File: config.mk
export PLATFORM = sky130hd
export DESIGN_NAME = sar_adc_ctrl
export DESIGN_NICKNAME = d
export VERILOG_FILES = /design/src/rtl/sar_pkg.sv /design/src/rtl/sar_regs.sv /design/src/rtl/sar_engine.sv /design/src/rtl/sar_flag.sv /design/src/rtl/sar_adc_ctrl.sv
export SDC_FILE = /design/constraint.sdc
export NUM_CORES = 1
export LEC_CHECK = 0
export BUFFER_PORTS_ARGS = -buffer_cell sky130_fd_sc_hd__buf_2
export CAP_MARGIN = 15
export CORE_MARGIN = 5
export CORE_UTILIZATION = 43
export DETAILED_ROUTE_END_ITERATION = 8
export PLACE_DENSITY = 0.68
export SKIP_CTS_REPAIR_TIMING = 1
export SLEW_MARGIN = 15
export SYNTH_ARGS = -nofsm -noshare
export SYNTH_HDL_FRONTEND = slang
export SYNTH_SLANG_ARGS = --single-unit
File: constraint.sdc
create_clock -name clk -period 3.4 [get_ports clk]
set_clock_uncertainty 0.15 [all_clocks]
set_input_delay 0.68 -clock clk [delete_from_list [all_inputs] [get_ports clk]]
set_output_delay 0.68 -clock clk [all_outputs]
set_load 0.02 [all_outputs]
File: src/rtl/sar_pkg.sv
package sar_pkg;
  typedef enum logic [1:0] {
    ST_IDLE = 2'd0,
    ST_CONV = 2'd1,
    ST_CMP  = 2'd2,
    ST_DONE = 2'd3
  } sar_state_t;

  localparam logic [2:0] A_CHAN = 3'd0;
  localparam logic [2:0] A_MODE = 3'd1;
  localparam logic [2:0] A_LVL0 = 3'd2;
endpackage

File: src/rtl/sar_regs.sv
module sar_regs #(
  parameter int CTL_W = 4,
  parameter int RES_W = 10
) (
  input  logic             clk,
  input  logic             rst_n,
  input  logic             wr_en,
  input  logic [2:0]       wr_addr,
  input  logic [CTL_W-1:0] wr_data,
  output logic [CTL_W-1:0] chan_q,
  output logic [CTL_W-1:0] mode_q,
  output logic [RES_W-1:0] cmp_lvl
);
  import sar_pkg::*;

  always_ff @(posedge clk or negedge rst_n) begin
    if (!rst_n) begin
      chan_q  <= '0;
      mode_q  <= '0;
      cmp_lvl <= '0;
    end else if (wr_en) begin
      if (wr_addr == A_CHAN) chan_q <= wr_data;
      if (wr_addr == A_MODE) mode_q <= wr_data;
      for (int b = 0; b < RES_W; b++) begin
        if (int'(wr_addr) == int'(A_LVL0) + b / CTL_W)
          cmp_lvl[b] <= wr_data[b % CTL_W];
      end
    end
  end
endmodule

File: src/rtl/sar_engine.sv
module sar_engine #(
  parameter int RES_W = 10
) (
  input  logic             clk,
  input  logic             rst_n,
  input  logic             start,
  input  logic             cmp_mode,
  input  logic             cmp_in,
  input  logic [RES_W-1:0] cmp_lvl,
  output logic             busy,
  output logic             done,
  output logic [RES_W-1:0] dac_code,
  output logic [RES_W-1:0] result
);
  import sar_pkg::*;

  localparam int IDX_W = $clog2(RES_W);
  localparam logic [IDX_W-1:0] TOP_IDX = IDX_W'(RES_W - 1);
  localparam logic [IDX_W-1:0] ONE     = IDX_W'(1);

  sar_state_t       state;
  logic [RES_W-1:0] sar;
  logic [IDX_W-1:0] idx;

  always_ff @(posedge clk or negedge rst_n) begin
    if (!rst_n) begin
      state <= ST_IDLE;
      sar   <= '0;
      idx   <= '0;
    end else begin
      case (state)
        ST_IDLE: if (start) begin
          if (cmp_mode) begin
            state <= ST_CMP;
          end else begin
            sar   <= {1'b1, {(RES_W-1){1'b0}}};
            idx   <= TOP_IDX;
            state <= ST_CONV;
          end
        end
        ST_CONV: begin
          if (!cmp_in) sar[idx] <= 1'b0;
          if (idx == '0) begin
            state <= ST_DONE;
          end else begin
            sar[idx - ONE] <= 1'b1;
            idx            <= idx - ONE;
          end
        end
        ST_CMP: begin
          sar   <= {{(RES_W-1){1'b0}}, cmp_in};
          state <= ST_DONE;
        end
        default: state <= ST_IDLE;
      endcase
    end
  end

  assign busy     = (state != ST_IDLE);
  assign done     = (state == ST_DONE);
  assign dac_code = (state == ST_CONV) ? sar : cmp_lvl;
  assign result   = sar;
endmodule

File: src/rtl/sar_flag.sv
module sar_flag (
  input  logic clk,
  input  logic rst_n,
  input  logic set,
  input  logic irq_ack,
  input  logic skip_test,
  input  logic int_en,
  output logic flag,
  output logic irq_req,
  output logic skip
);
  logic clr;

  assign skip = skip_test & flag;
  assign clr  = irq_ack | skip;

  always_ff @(posedge clk or negedge rst_n) begin
    if (!rst_n)   flag <= 1'b0;
    else if (set) flag <= 1'b1;
    else if (clr) flag <= 1'b0;
  end

  assign irq_req = flag & int_en;
endmodule

File: src/rtl/sar_adc_ctrl.sv
module sar_adc_ctrl #(
  parameter int CTL_W = 4,
  parameter int RES_W = 10,
  parameter int CH_N  = 8,
  parameter int LO_W  = 2
) (
  input  logic               clk,
  input  logic               rst_n,
  input  logic               wr_en,
  input  logic [2:0]         wr_addr,
  input  logic [CTL_W-1:0]   wr_data,
  input  logic               start,
  input  logic               cmp_in,
  input  logic               int_en,
  input  logic               irq_ack,
  input  logic               skip_test,
  output logic [CTL_W-1:0]   chan_q,
  output logic [CTL_W-1:0]   mode_q,
  output logic [CH_N-1:0]    ch_sel,
  output logic [CTL_W-2:0]   pin_ana,
  output logic [RES_W-1:0]   dac_code,
  output logic               busy,
  output logic [RES_W-LO_W-1:0] res_hi,
  output logic [CTL_W-1:0]   res_lo,
  output logic               flag,
  output logic               irq_req,
  output logic               skip
);
  localparam int CH_W = $clog2(CH_N);

  logic [RES_W-1:0] cmp_lvl;
  logic [RES_W-1:0] result;
  logic             eng_done;

  sar_regs #(.CTL_W(CTL_W), .RES_W(RES_W)) u_regs (
    .clk(clk), .rst_n(rst_n), .wr_en(wr_en), .wr_addr(wr_addr),
    .wr_data(wr_data), .chan_q(chan_q), .mode_q(mode_q), .cmp_lvl(cmp_lvl)
  );

  sar_engine #(.RES_W(RES_W)) u_eng (
    .clk(clk), .rst_n(rst_n), .start(start), .cmp_mode(mode_q[CTL_W-1]),
    .cmp_in(cmp_in), .cmp_lvl(cmp_lvl), .busy(busy), .done(eng_done),
    .dac_code(dac_code), .result(result)
  );

  sar_flag u_flag (
    .clk(clk), .rst_n(rst_n), .set(eng_done), .irq_ack(irq_ack),
    .skip_test(skip_test), .int_en(int_en), .flag(flag),
    .irq_req(irq_req), .skip(skip)
  );

  for (genvar g = 0; g < CH_N; g++) begin : g_chsel
    assign ch_sel[g] = (chan_q[CH_W-1:0] == CH_W'(g));
  end

  assign pin_ana = mode_q[CTL_W-2:0];
  assign res_hi  = result[RES_W-1:LO_W];
  assign res_lo  = {result[LO_W-1:0], {(CTL_W-LO_W){1'b0}}};
endmodule

======== After elaboration in Yosys (flattened, before gate mapping) ========
Cells that the tools add are included.
storage, ports and cells
  bits of input ports ..................... 15
  output and inout bits ................... 45
  logic and storage cells ................. 77
  register bits ........................... 35
cells by class
  add/sub/neg operators ................... 1
  reductions and logical operators ........ 18
  equal/unequal tests ..................... 18
  muxes and demuxes ....................... 21
  bitwise logic cells ..................... 6
  order comparisons ....................... 4
operator list
  cell                                                               number
  two-way mux 10 bit                                                 6
  one-hot mux 10 bit (3 select lines)                                1
  equality test 3 bit, second input constant                         7
  two-way mux 4 bit                                                  3
  AND reduction 2 bit                                                6
  bitwise AND 10 bit                                                 1
  < comparator 4 x 5 -> 1 bit, second input constant                 2
  inverter 10 bit                                                    1
  bitwise OR 10 bit                                                  1
  demux 1 bit (select 4 bit)                                         2
  greater-or-equal comparator 4 x 1 -> 1 bit, second input constant  2
  one-hot mux 4 bit (2 select lines)                                 1
  equality test 3 x 1 -> 1 bit, second input constant                2
  equality test 3 x 2 -> 1 bit, second input constant                2
  logical NOT 3 bit                                                  2
  two-way mux 2 bit                                                  3
  != test 2 bit, second input constant                               3
  one-hot mux 2 bit (3 select lines)                                 1
  nonzero test 2 bit                                                 3
  equality test 2 bit, second input constant                         2
  logical NOT 4 bit                                                  1
  two-way mux 1 bit                                                  4
  AND reduction 4 bit                                                1
  subtractor 4 x 1 -> 4 bit, second input constant                   1
  8 further kinds                                                    10

======== Depth between registers and ports, before layout ========
  depth in word-level cells ............... 11
  mapped depth ............................ 7

======== Hierarchy ========
From an unflattened synthesis, not the netlist that was laid out.
unflattened totals
  cells, all modules ...................... 193
  area total of the unflattened synthesis .. 2135.8 um^2
modules (own cells, without submodules)
  module        area an instance (um^2)  instances  cells an instance
  sar_engine    1256.2                   1          133
  sar_regs      723.2                    1          41
  sar_adc_ctrl  106.4                    1          14
  sar_flag      50.0                     1          5

======== Worst setup path before layout ========
No wires, ideal clock.
  kind .................................... flip-flop to output port
  from .................................... register u_eng.state[1]
  to ...................................... output dac_code[2]
  arrival time ............................ 1408 ps
  stages on the path, launching flop included .. 6
  buffers on the path ..................... 2
  path slack .............................. 1162 ps
  path through ............................ dfrtp_1 > inv_1 > ha_1 > buf_2 > buf_2 > mux2_2
on the way
  cells in the longest elaborated chain, start to end .. 2
ends and longest elaborated chain
  what                          RTL line            text
  start: declaration            sar_engine.sv:21    sar_state_t state;
  start signal: assignment      sar_engine.sv:27    state <= ST_IDLE;
  start signal: assignment      sar_engine.sv:34    state <= ST_CMP;
  start signal: assignment      sar_engine.sv:38    state <= ST_CONV;
  equality test 2 x 1 -> 1 bit  sar_engine.sv:61    assign dac_code = (state == ST_CONV) ? sar : cmp_lvl;
  two-way mux 10 bit            sar_engine.sv:61
  end: declaration              sar_adc_ctrl.sv:21  output logic [RES_W-1:0] dac_code,
No other way between the ends.

======== Worst setup path in the final report ========
Same ends and word-level chain as after synthesis.

==> flow_metrics.env <==
export IMPL_status="complete, no violations"
export IMPL_timing_final_crit_share_pct=79.13
export IMPL_finalSetupViolCount=0
export IMPL_grt_max_degree=36
export IMPL_detailroute_via_count=1711
export IMPL_report_final_slew_viol_count=0
export IMPL_synthDominantCellAreaShare_pct=40.89
export IMPL_crit_path_cell_trace="inv_1 -> ha_1 -> buf_4 -> mux2_2 -> buf_2"
export IMPL_ctsHtreeMaxLevel=2
export IMPL_critPathLaunchType="flip-flop"
export IMPL_place_detailed_instances=312
export IMPL_static_leakage_power_nw=1.238
export IMPL_cp_data_arrival_time_ps=1860
export IMPL_cts_root_buf="clkbuf_8"
export IMPL_worst_slew_pin_transition_ps=795.2
export IMPL_timing_max_cap_violations=0
export IMPL_drt_first_pass_iters=4
export IMPL_pwr_share_seq_pct=29.4
export IMPL_power_total_mw=2.149
export IMPL_tritoncts_num_buffers=5
export IMPL_vias_cell=5.347
export IMPL_critical_path_class="reg2out"
export IMPL_netlist_top_cell_by_area="dfrtp_1"
export IMPL_grt_usage_pct=16.06
export IMPL_rsz_0062_raised_after_global_routing="no"
export IMPL_power_switching_fraction_pct=42.46
export IMPL_power_share_combinational_pct=50.0
export IMPL_clkSlewWorstSetupHoldPaths_ps=70
export IMPL_die_y_um=80.58
export IMPL_postRouteWirelength_mm=5.004
export IMPL_dominant_delay_contributor_by_cell_family_on_the_critical_path="buffers and inverters"
export IMPL_final_hold_worst_slack_ps=326.3
export IMPL_seq_area_frac_synth_pct=40.89
export IMPL_hold_path_class="in2async"
export IMPL_worst_path_largest_cell_delay_ps=420
export IMPL_final_antenna_net_count=0
export IMPL_grt_pass1_vias=1708
export IMPL_grt_pass1_wl_mm=8.100
export IMPL_port_buffer_count=57
export IMPL_fp_dieArea_mm2=0.006493
export IMPL_synth_async_reset_ratio_pct=100.0
export IMPL_synth_seq_cells=35
export IMPL_replace_congestion=0.8062
export IMPL_io_pins=60
export IMPL_synthDistinctLibCells=47
export IMPL_grt_antenna_before_repair=0
export IMPL_clock_network_power_share_pct=20.6
export IMPL_power_internal_mw=1.237
export IMPL_critical_path_buf_inv_count=3
export IMPL_drt_drc_violations_left=0
export IMPL_max_freq_mhz=371.7
export IMPL_global_route_overflow_total=0
export IMPL_p_per_area_mw_per_mm2=844.9
export IMPL_hpwlAfterDp_mm=3.744
export IMPL_required_ps=2570
export IMPL_worstSetupEndpointType="output port"
export IMPL_maxSlewHeadroom_pct=46.98
export IMPL_postSynth_topFlopCell="dfrtp_1"
export IMPL_final_hold_viol_count=0
export IMPL_worstPathMaxFanout=16
export IMPL_sinks_on_the_clock_net=35
export IMPL_floorplan_core_area_mm2=0.004786
export IMPL_drt_initial_drc_count=140
export IMPL_wl_per_cell_um=15.64
export IMPL_die_width_um=80.58
export IMPL_synth_top_area_cells="dfrtp_1 (41%), mux2_2 (15%), ha_1 (5.8%)"
export IMPL_synth_warnings=0
export IMPL_post_synth_most_frequent_cells="dfrtp_1 (35), mux2_2 (28), a21oi_1 (14)"
export IMPL_instances_no_fill=320
export IMPL_post_route_cells_drive_above_1_share_pct=40.71
export IMPL_synth_most_common_cell="dfrtp_1"
export IMPL_netSwitchingPower_uw=912.6
export IMPL_placementRows=25
export IMPL_clk_lat_worst_skew_ps=280
export IMPL_timing_setup_tns_ps=0
export IMPL_vdd_ir_drop_worst_uv=507.9
export IMPL_synth_edff_count=0
export IMPL_finish_instance_area_mm2=0.002544
export IMPL_floorplan_initialDensity_pct=44.76
export IMPL_antenna_cells=0
export IMPL_cts_root_to_sink_buffers=2
export IMPL_clock_tree_from_tritoncts="built"
export IMPL_cpMaxStageDelayCell="dfrtp_1"
export IMPL_final_nets=277
export IMPL_post_synth_instance_area_mm2=0.002142
export IMPL_postSynthAreaPerCell_um2=10.50
export IMPL_place_area_mm2=0.002411
export IMPL_area_growth_syn_to_layout_pct=18.75
export IMPL_synth_cells=204
export IMPL_time_the_worst_path_needs_with_i_o_delays_and_setup_ps=2690
-- flip-flops by register name, summed over array words and instances, names as in the netlist --
register        count
u_eng.idx           4
u_regs.mode_q       4
u_regs.chan_q       4
u_regs.cmp_lvl     10
u_eng.state         2
u_flag.flag         1
u_eng.result       10
-- metrics by stage --
step                      util, %  setup WS (ps)
final                       53.15          709.6
after global routing        53.15          607.2
after CTS                   53.15          701.6
after detailed placement    50.38           1018
after global placement      50.38           1088
after floorplan                 -           1162
-- worst paths after layout --
path / start / endpoint / slack (ps) / depth (start not counted)
max in group asynchronous: rst_n / u_regs.mode_q[2] / 2270 / 1
max reg2reg: u_eng.idx[0] / u_eng.state[1] / 1140 / 6
max: u_eng.state[1] / dac_code[2] / 710 / 5
min reg2reg: u_regs.cmp_lvl[7] / u_regs.cmp_lvl[7] / 350 / 1
min: rst_n / u_flag.flag / 330 / 1
min in group clk: u_regs.cmp_lvl[7] / u_regs.cmp_lvl[7] / 350 / 1
-- per-layer routing --
layer / vias to the layer above / track usage [%] / routed length, µm
met5: - / 0 / 0
met4: 0 / 5.068 / 31
met3: 4 / 3.587 / 276
met2: 48 / 25.58 / 2319
met1: 844 / 21.61 / 2377
li1: 815 / - / -
-- cell type report --
cell class              instances  area [µm²]
inverters                      10       37.54
flip-flops and latches         35       875.8
multi-input cells             142        1121
repair buffers                 58       292.8
clock buffers                   6       72.57
clock inverters                 2       60.06
fillers                       446        2242
well taps                      67       83.83
-- kinds of logic (layout without fill, tap and decap cells) --
| family | Yosys count | count (layout) | synth area share (%) |
|---|---|---|---|
| fa+ha+maj | 10 | 10 | 5.841 |
| buf+inv | 28 | 76 | 6.951 |
| other cells | 1 | 2 | 0.1751 |
| flops | 35 | 35 | 40.89 |
| mux | 30 | 30 | 15.77 |
| xor+xnor | 1 | 1 | 0.4090 |
| compound gates | 53 | 53 | 16.76 |
| simple gates | 46 | 46 | 13.20 |
-- power groups by stage --
stage | logic, mW | clock network [mW] | registers, mW
final | 1.07 | 0.443 | 0.632
after global routing | 1.17 | 0.472 | 0.648
after CTS | 1.08 | 0.453 | 0.630
after detailed placement | 1.07 | 0 | 0.638
after global placement | 1.05 | 0 | 0.635
after floorplan | 0.817 | 0 | 0.634
-- worst reg2reg max path: cells and delay by family (launching register included) --
kind / cells / cell delay (ps)
fa+ha+maj: 1 / 230
flops: 1 / 470
compound gates: 1 / 180
simple gates: 2 / 590
buf+inv: 1 / 190
mux: 1 / 330
-- cell usage in the layout, fill, tap and decap left out, drive strengths merged, types with 3 or more instances in the layout --
cell type  Yosys  routed
a2111oi        3       3
a21o           4       4
a21oi         15      15
buf           13      58
clkbuf         5       6
dfrtp         35      35
ha            10      10
inv           10      10
mux2          30      30
nand2         10      10
nand3          4       4
nor2           8       8
nor3           4       4
nor3b          7       7
o21ai         18      18
(Power assumes the default switching activity.)
